`src/rtl/dbg_watch_pkg.sv`:
```
// Package: dbg_watch_pkg
// Shared encodings for the watchpoint matcher: the slot length code and
// helpers that turn codes into byte counts. It assumes regions are 1, 2 or
// 4 bytes and accesses are 1 to 8 bytes.
package dbg_watch_pkg;

    typedef enum logic [1:0] {
        LEN_1B   = 2'b00,
        LEN_2B   = 2'b01,
        LEN_RSVD = 2'b10,
        LEN_4B   = 2'b11
    } wlen_e;

    typedef struct packed {
        logic  en;
        logic  wonly;
        wlen_e len;
    } slot_ctl_t;

    // Region size in bytes for a length code; the reserved code gives 0
    function automatic logic [2:0] region_bytes(wlen_e code);
        case (code)
            LEN_1B:  return 3'd1;
            LEN_2B:  return 3'd2;
            LEN_4B:  return 3'd4;
            default: return 3'd0;
        endcase
    endfunction

    // Access size in bytes for a log2 size code
    function automatic logic [3:0] access_bytes(logic [1:0] code);
        return 4'd1 << code;
    endfunction

endpackage

```
`src/rtl/dbg_watch_cmp.sv`:
```
// Module: dbg_watch_cmp
// Combinational range comparator. It aligns the slot base down to the region
// length and reports whether the access byte range overlaps that region.
// Both ends are computed one bit wider than the address, so a range that
// runs past the top of the address space does not wrap around to zero.
// A reserved length code never reports an overlap.
module dbg_watch_cmp
    import dbg_watch_pkg::*;
#(
    parameter int ADDR_W = 32
) (
    input  logic [ADDR_W-1:0] base_addr,
    input  wlen_e             len_code,
    input  logic [ADDR_W-1:0] acc_addr,
    input  logic [1:0]        acc_size,
    output logic              overlap
);

    localparam int EXT_W = ADDR_W + 1;

    logic [2:0]        nbytes;
    logic [ADDR_W-1:0] low_mask;
    logic [ADDR_W-1:0] base_aligned;
    logic [EXT_W-1:0]  slot_lo;
    logic [EXT_W-1:0]  slot_hi;
    logic [EXT_W-1:0]  acc_lo;
    logic [EXT_W-1:0]  acc_hi;

    // Align the base address to the region length
    always_comb begin
        nbytes       = region_bytes(len_code);
        low_mask     = (nbytes == 3'd0) ? '0 : ADDR_W'(nbytes - 3'd1);
        base_aligned = base_addr & ~low_mask;
    end

    // Half-open intervals: [lo, hi), computed without wrap
    always_comb begin
        slot_lo = {1'b0, base_aligned};
        slot_hi = slot_lo + EXT_W'(nbytes);
        acc_lo  = {1'b0, acc_addr};
        acc_hi  = acc_lo + EXT_W'(access_bytes(acc_size));
    end

    // Two ranges overlap when each one starts before the other one ends
    always_comb begin
        overlap = (nbytes != 3'd0) && (acc_lo < slot_hi) && (slot_lo < acc_hi);
    end

endmodule

```
`src/rtl/dbg_watch_slot.sv`:
```
// Module: dbg_watch_slot
// One watchpoint slot. It holds the base address, length code, condition and
// enable, loaded by a configuration write addressed to SLOT_ID, and reports a
// combinational hit for the current access. It assumes the settings loaded
// by a write take effect only on the following cycle.
module dbg_watch_slot
    import dbg_watch_pkg::*;
#(
    parameter int ADDR_W  = 32,
    parameter int SEL_W   = 3,
    parameter int SLOT_ID = 0
) (
    input  logic              clk,
    input  logic              rst_n,
    input  logic              cfg_wr,
    input  logic [SEL_W-1:0]  cfg_sel,
    input  logic [ADDR_W-1:0] cfg_addr,
    input  logic [1:0]        cfg_len,
    input  logic              cfg_wonly,
    input  logic              cfg_en,
    input  logic              acc_valid,
    input  logic [ADDR_W-1:0] acc_addr,
    input  logic [1:0]        acc_size,
    input  logic              acc_write,
    output logic              hit,
    output logic              slot_en,
    output logic              slot_wonly
);

    localparam logic [SEL_W-1:0] MY_SEL = SEL_W'(SLOT_ID);

    logic [ADDR_W-1:0] base_q;
    slot_ctl_t         ctl_q;
    logic              load;
    logic              range_ok;
    logic              type_ok;

    // Decode a configuration write aimed at this slot
    assign load = cfg_wr && (cfg_sel == MY_SEL);

    // Slot settings register; reset leaves the slot disabled
    always_ff @(posedge clk) begin
        if (!rst_n) begin
            base_q <= '0;
            ctl_q  <= '{en: 1'b0, wonly: 1'b0, len: LEN_1B};
        end else if (load) begin
            base_q <= cfg_addr;
            ctl_q  <= '{en: cfg_en, wonly: cfg_wonly, len: wlen_e'(cfg_len)};
        end
    end

    // Byte-range comparison against the aligned region
    dbg_watch_cmp #(
        .ADDR_W (ADDR_W)
    ) u_cmp (
        .base_addr (base_q),
        .len_code  (ctl_q.len),
        .acc_addr  (acc_addr),
        .acc_size  (acc_size),
        .overlap   (range_ok)
    );

    // Access condition: writes always qualify, reads only when not write-only
    assign type_ok = acc_write || !ctl_q.wonly;

    // Final per-slot hit for this cycle
    assign hit = acc_valid && ctl_q.en && type_ok && range_ok;

    assign slot_en    = ctl_q.en;
    assign slot_wonly = ctl_q.wonly;

endmodule

```
`src/rtl/dbg_watch_status.sv`:
```
// Module: dbg_watch_status
// Sticky hit vector and trap pulse. Bits are set by slot hits and cleared by
// a status write with zeros in the keep mask; a set in the same cycle wins.
// The trap is registered and marks a cycle in which a clear bit became set.
module dbg_watch_status #(
    parameter int NUM_SLOTS = 4
) (
    input  logic                 clk,
    input  logic                 rst_n,
    input  logic                 clr_wr,
    input  logic [NUM_SLOTS-1:0] keep,
    input  logic [NUM_SLOTS-1:0] match,
    output logic [NUM_SLOTS-1:0] status,
    output logic                 trap
);

    logic [NUM_SLOTS-1:0] fresh;
    logic [NUM_SLOTS-1:0] kept;

    // Bits that are set by this access and were clear before it
    assign fresh = match & ~status;

    // Bits left after an optional clear
    assign kept = clr_wr ? (status & keep) : status;

    // Sticky status update with set priority over clear
    always_ff @(posedge clk) begin
        if (!rst_n) begin
            status <= '0;
        end else begin
            status <= kept | match;
        end
    end

    // One-cycle trap on any newly set bit
    always_ff @(posedge clk) begin
        if (!rst_n) begin
            trap <= 1'b0;
        end else begin
            trap <= |fresh;
        end
    end

endmodule

```
`src/rtl/dbg_watch_unit.sv`:
```
// Module: dbg_watch_unit
// Top of the data watchpoint matcher. It instantiates NUM_SLOTS slots and the
// sticky status logic. Select values 0..NUM_SLOTS-1 address slots and the
// value NUM_SLOTS addresses the status vector. It assumes one access at most
// per cycle.
module dbg_watch_unit #(
    parameter int ADDR_W    = 32,
    parameter int NUM_SLOTS = 4,
    parameter int SEL_W     = $clog2(NUM_SLOTS) + 1
) (
    input  logic                 clk,
    input  logic                 rst_n,
    input  logic                 cfg_wr,
    input  logic [SEL_W-1:0]     cfg_sel,
    input  logic [ADDR_W-1:0]    cfg_addr,
    input  logic [1:0]           cfg_len,
    input  logic                 cfg_wonly,
    input  logic                 cfg_en,
    input  logic [NUM_SLOTS-1:0] cfg_keep,
    input  logic                 acc_valid,
    input  logic [ADDR_W-1:0]    acc_addr,
    input  logic [1:0]           acc_size,
    input  logic                 acc_write,
    output logic [NUM_SLOTS-1:0] hit_status,
    output logic                 trap
);

    localparam logic [SEL_W-1:0] STATUS_SEL = SEL_W'(NUM_SLOTS);

    logic [NUM_SLOTS-1:0] slot_hit;
    logic [NUM_SLOTS-1:0] slot_en_vec;
    logic [NUM_SLOTS-1:0] slot_wonly_vec;
    logic                 status_wr;

    // One slot per index, each decoding its own select value
    for (genvar k = 0; k < NUM_SLOTS; k++) begin : g_slot
        dbg_watch_slot #(
            .ADDR_W  (ADDR_W),
            .SEL_W   (SEL_W),
            .SLOT_ID (k)
        ) u_slot (
            .clk        (clk),
            .rst_n      (rst_n),
            .cfg_wr     (cfg_wr),
            .cfg_sel    (cfg_sel),
            .cfg_addr   (cfg_addr),
            .cfg_len    (cfg_len),
            .cfg_wonly  (cfg_wonly),
            .cfg_en     (cfg_en),
            .acc_valid  (acc_valid),
            .acc_addr   (acc_addr),
            .acc_size   (acc_size),
            .acc_write  (acc_write),
            .hit        (slot_hit[k]),
            .slot_en    (slot_en_vec[k]),
            .slot_wonly (slot_wonly_vec[k])
        );
    end

    // Status write decode
    assign status_wr = cfg_wr && (cfg_sel == STATUS_SEL);

    // Sticky status and trap generation
    dbg_watch_status #(
        .NUM_SLOTS (NUM_SLOTS)
    ) u_status (
        .clk    (clk),
        .rst_n  (rst_n),
        .clr_wr (status_wr),
        .keep   (cfg_keep),
        .match  (slot_hit),
        .status (hit_status),
        .trap   (trap)
    );

endmodule

```
`config.mk`:
```
export PLATFORM = sky130hd
export DESIGN_NAME = dbg_watch_unit
export DESIGN_NICKNAME = d
export VERILOG_FILES = /design/src/rtl/dbg_watch_pkg.sv /design/src/rtl/dbg_watch_cmp.sv /design/src/rtl/dbg_watch_slot.sv /design/src/rtl/dbg_watch_status.sv /design/src/rtl/dbg_watch_unit.sv
export SDC_FILE = /design/constraint.sdc
export NUM_CORES = 1
export LEC_CHECK = 0
export CAP_MARGIN = 20
export CELL_PAD_IN_SITES_DETAIL_PLACEMENT = 0
export CELL_PAD_IN_SITES_GLOBAL_PLACEMENT = 1
export CORE_ASPECT_RATIO = 0.7
export CORE_MARGIN = 5
export CORE_UTILIZATION = 49
export DETAILED_ROUTE_END_ITERATION = 6
export DONT_BUFFER_PORTS = 1
export PLACE_DENSITY = 0.82
export SLEW_MARGIN = 0
export SYNTH_ARGS = -nofsm -noshare
export SYNTH_HDL_FRONTEND = slang
export SYNTH_SLANG_ARGS = --single-unit
```
`constraint.sdc`:
```
create_clock -name clk -period 7.4 [get_ports clk]
set_clock_uncertainty 0.2 [all_clocks]
set_input_delay 1.48 -clock clk [delete_from_list [all_inputs] [get_ports clk]]
set_output_delay 1.48 -clock clk [all_outputs]
set_load 0.01 [all_outputs]
```
======== Word level (Yosys, flattened, before mapping) ========
Cells that the tools add are included.
operators by class
  multiplexer cells ....................... 9
  add/sub/neg operators ................... 9
  equality and inequality tests ........... 12
  shift-type cells ........................ 1
  bitwise operators ....................... 12
  magnitude comparators ................... 8
  reduce and logical (&&, ||, !) cells .... 47
operators with widths
  operator                                             count
  less-than comparator 32 x 33 -> 1 bit                8
  adder 32 x 3 -> 33 bit                               4
  AND 32 bit                                           4
  2-to-1 mux 32 bit                                    4
  NOT 32 bit                                           4
  case mux 3 bit (3 select lines)                      4
  adder 32 x 4 -> 33 bit                               1
  logical AND 1 bit                                    25
  subtractor 3 x 1 -> 4 bit, second input constant     4
  zero test 3 bit                                      5
  nonzero test 3 bit                                   4
  AND 4 bit                                            2
  equality test 2 x 1 -> 1 bit, second input constant  4
  equality test 2 bit, second input constant           4
  zero test 2 bit                                      4
  equality test 3 x 2 -> 1 bit, second input constant  2
  zero test 1 bit                                      4
  logical OR 1 bit                                     4
  2-to-1 mux 4 bit                                     1
  NOT 4 bit                                            1
  bitwise OR 4 bit                                     1
  OR reduction 4 bit                                   1
  left shift 1 x 2 -> 4 bit, first input constant      1
  equality test 3 x 1 -> 1 bit, second input constant  1
  equality test 3 bit, second input constant           1
storage, ports and cells
  logic and storage cells ................. 116
  bits in registers ....................... 149
  output and inout port bits .............. 5
  input bits .............................. 82

======== Depth between registers and ports, before layout ========
  word-level depth ........................ 13
  mapped depth ............................ 21
  depth with buffers taken out ............ 20

======== Cells and area by module ========
Synthesis repeated with hierarchy kept, for this count alone.
second synthesis, totals
  cells, all modules ...................... 2205
  area total of the unflattened synthesis .. 17347.9 um2
modules (own cells, without submodules)
  module                                      sequential area each (um2)  times used  cells an instance  area each (um2)
  dbg_watch_cmp (g_slot[1].u_slot.u_cmp ...)  0.0                         2           386                2803.9
  dbg_watch_slot (g_slot[1].u_slot ...)       720.7                       2           160                1482.7
  dbg_watch_cmp (g_slot[0].u_slot.u_cmp)      0.0                         1           388                2821.5
  dbg_watch_cmp (g_slot[2].u_slot.u_cmp)      0.0                         1           383                2777.7
  dbg_watch_slot (g_slot[0].u_slot)           720.7                       1           160                1493.9
  dbg_watch_slot (g_slot[3].u_slot)           720.7                       1           160                1480.2
  dbg_watch_status                            100.1                       1           21                 188.9
  dbg_watch_unit                              0.0                         1           1                  12.5

======== Worst setup path before layout ========
OpenSTA, ideal clock, no wires.
  path kind ............................... input -> register
  from .................................... in acc_size[0]
  to ...................................... reg u_status.trap
  path buffers ............................ 1
  data required time ...................... 7.080 ns
  cell stages on the path ................. 19
  data arrival time ....................... 5.503 ns
  library setup time ...................... 0.120 ns
  setup slack ............................. 1.578 ns
  path through ............................ nor2b_1 -> ha_1 -> a21o_1 -> a21o_1 -> a21oi_1 -> nor2_1 -> and3_1 -> clkbuf_1 -> and3_1 -> and4_1 -> xnor2_1 -> ha_1 -> nand3_1 -> or4_1 -> nor3_1 -> o311ai_0 -> a211o_2 -> a22o_1 -> o31a_1
on the way
  word-level cells in the longest chain between the ends .. 7
  elaborated cells on any way between the ends .. 16
  those cells by class .................... add/sub: 1; order compare: 4; shift: 1; bitwise: 1; reduce/logical: 9
ends and longest elaborated chain
  element                                line                    source
  start, declared                        dbg_watch_unit.sv:22    input logic [1:0] acc_size,
  left shift 1 x 2 -> 4 bit (*)          dbg_watch_pkg.sv:32     return 4'd1 << code;
  adder 32 x 4 -> 33 bit (*)             dbg_watch_cmp.sv:41     acc_hi = acc_lo + EXT_W'(access_bytes(acc_size));
  less-than comparator 32 x 33 -> 1 bit  dbg_watch_cmp.sv:46     overlap = (nbytes != 3'd0) && (acc_lo < slot_hi) && (slot_lo < acc_hi);
  logical AND 1 bit                      dbg_watch_cmp.sv:46
  logical AND 1 bit                      dbg_watch_slot.sv:67    assign hit = acc_valid && ctl_q.en && type_ok && range_ok;
  AND 4 bit (*)                          dbg_watch_status.sv:21  assign fresh = match & ~status;
  OR reduction 4 bit (*)                 dbg_watch_status.sv:40  trap <= |fresh;
  end signal, assigned                   dbg_watch_status.sv:40
  end, declared                          dbg_watch_status.sv:14  output logic trap
Every way passes the cells marked *; elsewhere a longest branch is shown, timed or not.
A chain may end at the register's enable or synchronous reset.

======== Worst setup path after layout ========
Ends and elaborated chain as after synthesis.

==> results.md <==
- Synth async-reset ratio: 0%
- R2r setup slk: about 1.4 ns
- Post-CTS Setup Repair Bufs: 0
- Post-DP HPWL: between 30 and 40 mm
- Status: completed
- Most area-hungry cell type in the Yosys netlist: ha_1
- Fin. Hold Viols: 0
- Worst skew pair latency: 0.47 ns
- First-pass GRT wire length: between 70 and 80 mm
- Cells after Synth: 1904
- Maximum number of buffers from clock root to sink: 2
- Initial antenna violation count: 4
- Synth warnings: 0
- Clock buffer count from CTS: 17
- Final setup viols: 0
- Post-synth EDFFs: 0
- 1st-iter DRT viols: roughly 1300
- Inst Count DP: around 2100
- VDD IR max: between 100 and 150 uV
- Syn nets: between 2000 and 2500
- Post-DP Area: 0.0145 mm2
- Via/cell ratio: slightly above 6
- Final instance area: roughly 0.015 mm2
- Chip Width: about 220 um
- Pre-antenna DRT Iters: 6
- H-tree levels: 4
- Layout Nets: 2102
- Commonest non-fill, non-tap cells in the layout: nand2_1 (398), ha_1 (260), dfxtp_1 (149), a21boi_0 (147), xor2_1 (102)
- Min cycle time layout: between 6 and 7 ns
- DRT antenna net count: 0
- RSZ-0062 raised after global routing: no
- Max Clock Freq: between 0.15 and 0.2 GHz
- Routed WL: roughly 50 mm
- WP data required: around 7.6 ns
- Die area: 0.0335 mm2
- #FFs+latches synth: between 100 and 150
- Hold buffer count at CTS: 0
- Starting Density: ~50%
- Post-Syn Area: approximately 0.015 mm2
- Final Non-Filler Cells: approximately 2200
- Synth unique cells: 74
- Largest cells by area after synthesis: ha_1 (22%), dfxtp_1 (20%), nand2_1 (10%), a21boi_0 (7.5%), xor2_1 (6.1%)
- Vias after detailed routing: about 13000
- Clk slew on worst S/H paths: about 0.070 ns
- Ports: 87
- Crit-path max cell delay: a little under 0.6 ns
- Vias in the first global route: 12220
- Layout cells sized above 1: 3.95%
- Cells along the critical path: nor2b_1 -> ha_1 -> a21o_1 -> a21o_1 -> a21oi_1 -> nor2_1 -> and3_1 -> and3_1 -> and4_1 -> xnor2_1 -> ha_1 -> nand3_1 -> or4_1 -> nor3_1 -> o311ai_0 -> a211o_2 -> a22o_1 -> o31a_1
- Clk sinks: roughly 150
- Post-CTS Resized: 0
- Die Y: roughly 150 um
- Commonest register cell after synthesis: dfxtp_1
- CP endpoint kind: flip-flop
- Worst min path class: reg2reg
- Port buffer count: 0
- Worst-Margin Slew: 1.02 ns
- Proportion of netlist area held by the largest area contributor: roughly 22%
- Core area: roughly 0.029 mm2
- Layout area overhead: 3.27%
- GP Congestion: between 0.9 and 1
- Total track usage: 29.3%
- WS Path Type: in2reg
- Most common cell after layout, fill and taps aside: nand2_1
- CP max FO: 5
- Setup TNS: 0 ns
- Slowest cell on the critical path: or4_1
- LEAKAGE: around 5.8 nW
- Sequential share of the synthesized area: between 20% and 30%
- Startpoint types: input port
- Slew headroom: between 30% and 40%
- Power Density: between 100 and 150 mW/mm2
- Synth Area per Inst: 7.69 um2
- WL/cell: 23.1 um
- CTS Root Buffer Type: clkbuf_16
- Number of max-cap violations: 0
- Arrival time at the worst endpoint: roughly 6.3 ns
- Fill count: about 2800
- DRC violations left: 0
- Remaining Overflow, GRT: 0
- Tcrit/Tclk final: slightly above 80%
- Row cnt: 52
- Slew Limit Fails: 0
- CTS tree: built
- Largest net degree at the start of global routing: 150
per-stage QoR:
step / setup slack [ns] / util [%] / power (W) / hold WS, ns
floorplan: 1.58 / - / 0.00109 / 0.239
global placement: 1.08 / 49.8 / 0.00115 / 0.250
detailed placement: 0.884 / 49.8 / 0.00116 / 0.257
CTS: 1.35 / 51.7 / 0.00202 / 0.266
global route: 1.05 / 51.8 / 0.00210 / 0.290
finish: 1.27 / 51.8 / 0.00201 / 0.262
synthesized netlist by cell type, drive strengths merged, types with 5 or more instances:
| master | n |
|---|---|
| nand4 | 56 |
| o211ai | 8 |
| o21a | 6 |
| nor2 | 73 |
| ha | 260 |
| inv | 22 |
| nor3 | 10 |
| a21o | 25 |
| nand2b | 11 |
| nand3 | 68 |
| xor2 | 102 |
| a21boi | 147 |
| or2 | 5 |
| o21ai | 49 |
| a211oi | 22 |
| and4 | 31 |
| dfxtp | 149 |
| xnor2 | 52 |
| clkbuf | 174 |
| nand2 | 398 |
| a21oi | 90 |
| nor2b | 18 |
| a2111oi | 9 |
| nor4 | 6 |
| and3 | 25 |
| and2 | 20 |
kinds of logic (layout without fill, tap and decap cells):
logic type | count (synthesis) | in the layout | synth area share [%]
AND/OR/NAND/NOR | 743 | 743 | 24.0
AO/OA/AOI/OAI | 396 | 396 | 18.6
adder cells (fa/ha/maj) | 262 | 262 | 22.5
buffers and inverters | 198 | 65 | 5.11
XOR/XNOR | 154 | 154 | 9.22
flip-flops | 149 | 149 | 20.4
multiplexers | 2 | 2 | 0.145
other | 0 | 2 | 0
worst paths after layout:
kind	depth (start not counted)	from	end
max	18	acc_size[0]	u_status.trap
min	2	g_slot[0].u_slot.slot_wonly	g_slot[0].u_slot.slot_wonly
max reg2reg	19	g_slot[0].u_slot.ctl_q[0]	u_status.trap
min reg2reg	2	g_slot[0].u_slot.slot_wonly	g_slot[0].u_slot.slot_wonly
cell type report:
| class | instances | area [um2] | area share (%) |
|---|---|---|---|
| Clock inverter | 11 | 103 | 0.679 |
| Multi-Input combinational cell | 1557 | 10900 | 72.2 |
| Tap cell | 378 | 473 | 3.13 |
| Clock buffer | 21 | 450 | 2.98 |
| Inverter | 22 | 82.6 | 0.546 |
| Antenna cell | 2 | 5.00 | 0.0331 |
| Sequential cell | 149 | 2980 | 19.7 |
| Timing Repair Buffer | 11 | 100 | 0.662 |
worst max-delay path: cells and delay by family:
family | cells | cell delay, ns
simple gates | 8 | 2.22
compound gates | 7 | 1.72
fa+ha+maj | 2 | 0.49
xor+xnor | 1 | 0.36
state kept, by name, summed over array words and instances, names as in the netlist:
signal,count
g_slot.u_slot.ctl_q,8
g_slot.u_slot.base_q,128
u_status.trap,1
u_status.status,4
g_slot.u_slot.slot_wonly,4
g_slot.u_slot.slot_en,4
layer usage:
metal / share of wire, % / vias to the layer above / global-route usage [%]
met5: 0.081 / - / 0
met4: 1.9 / 4 / 7.87
met3: 9.8 / 64 / 7.46
met2: 40 / 516 / 41.5
met1: 48 / 6220 / 43.9
li1: - / 6386 / -
where the power goes:
group	total, W	leakage [nW]	internal [W]	switching (W)
logic	0.000304	4.32	0.000129	0.000175
registers	0.000850	1.21	0.000819	0.0000313
clock network	0.000857	0.264	0.000472	0.000386
total	0.00201	5.79	0.00142	0.000591
No activity file was read; power rests on OpenSTA's default activity.
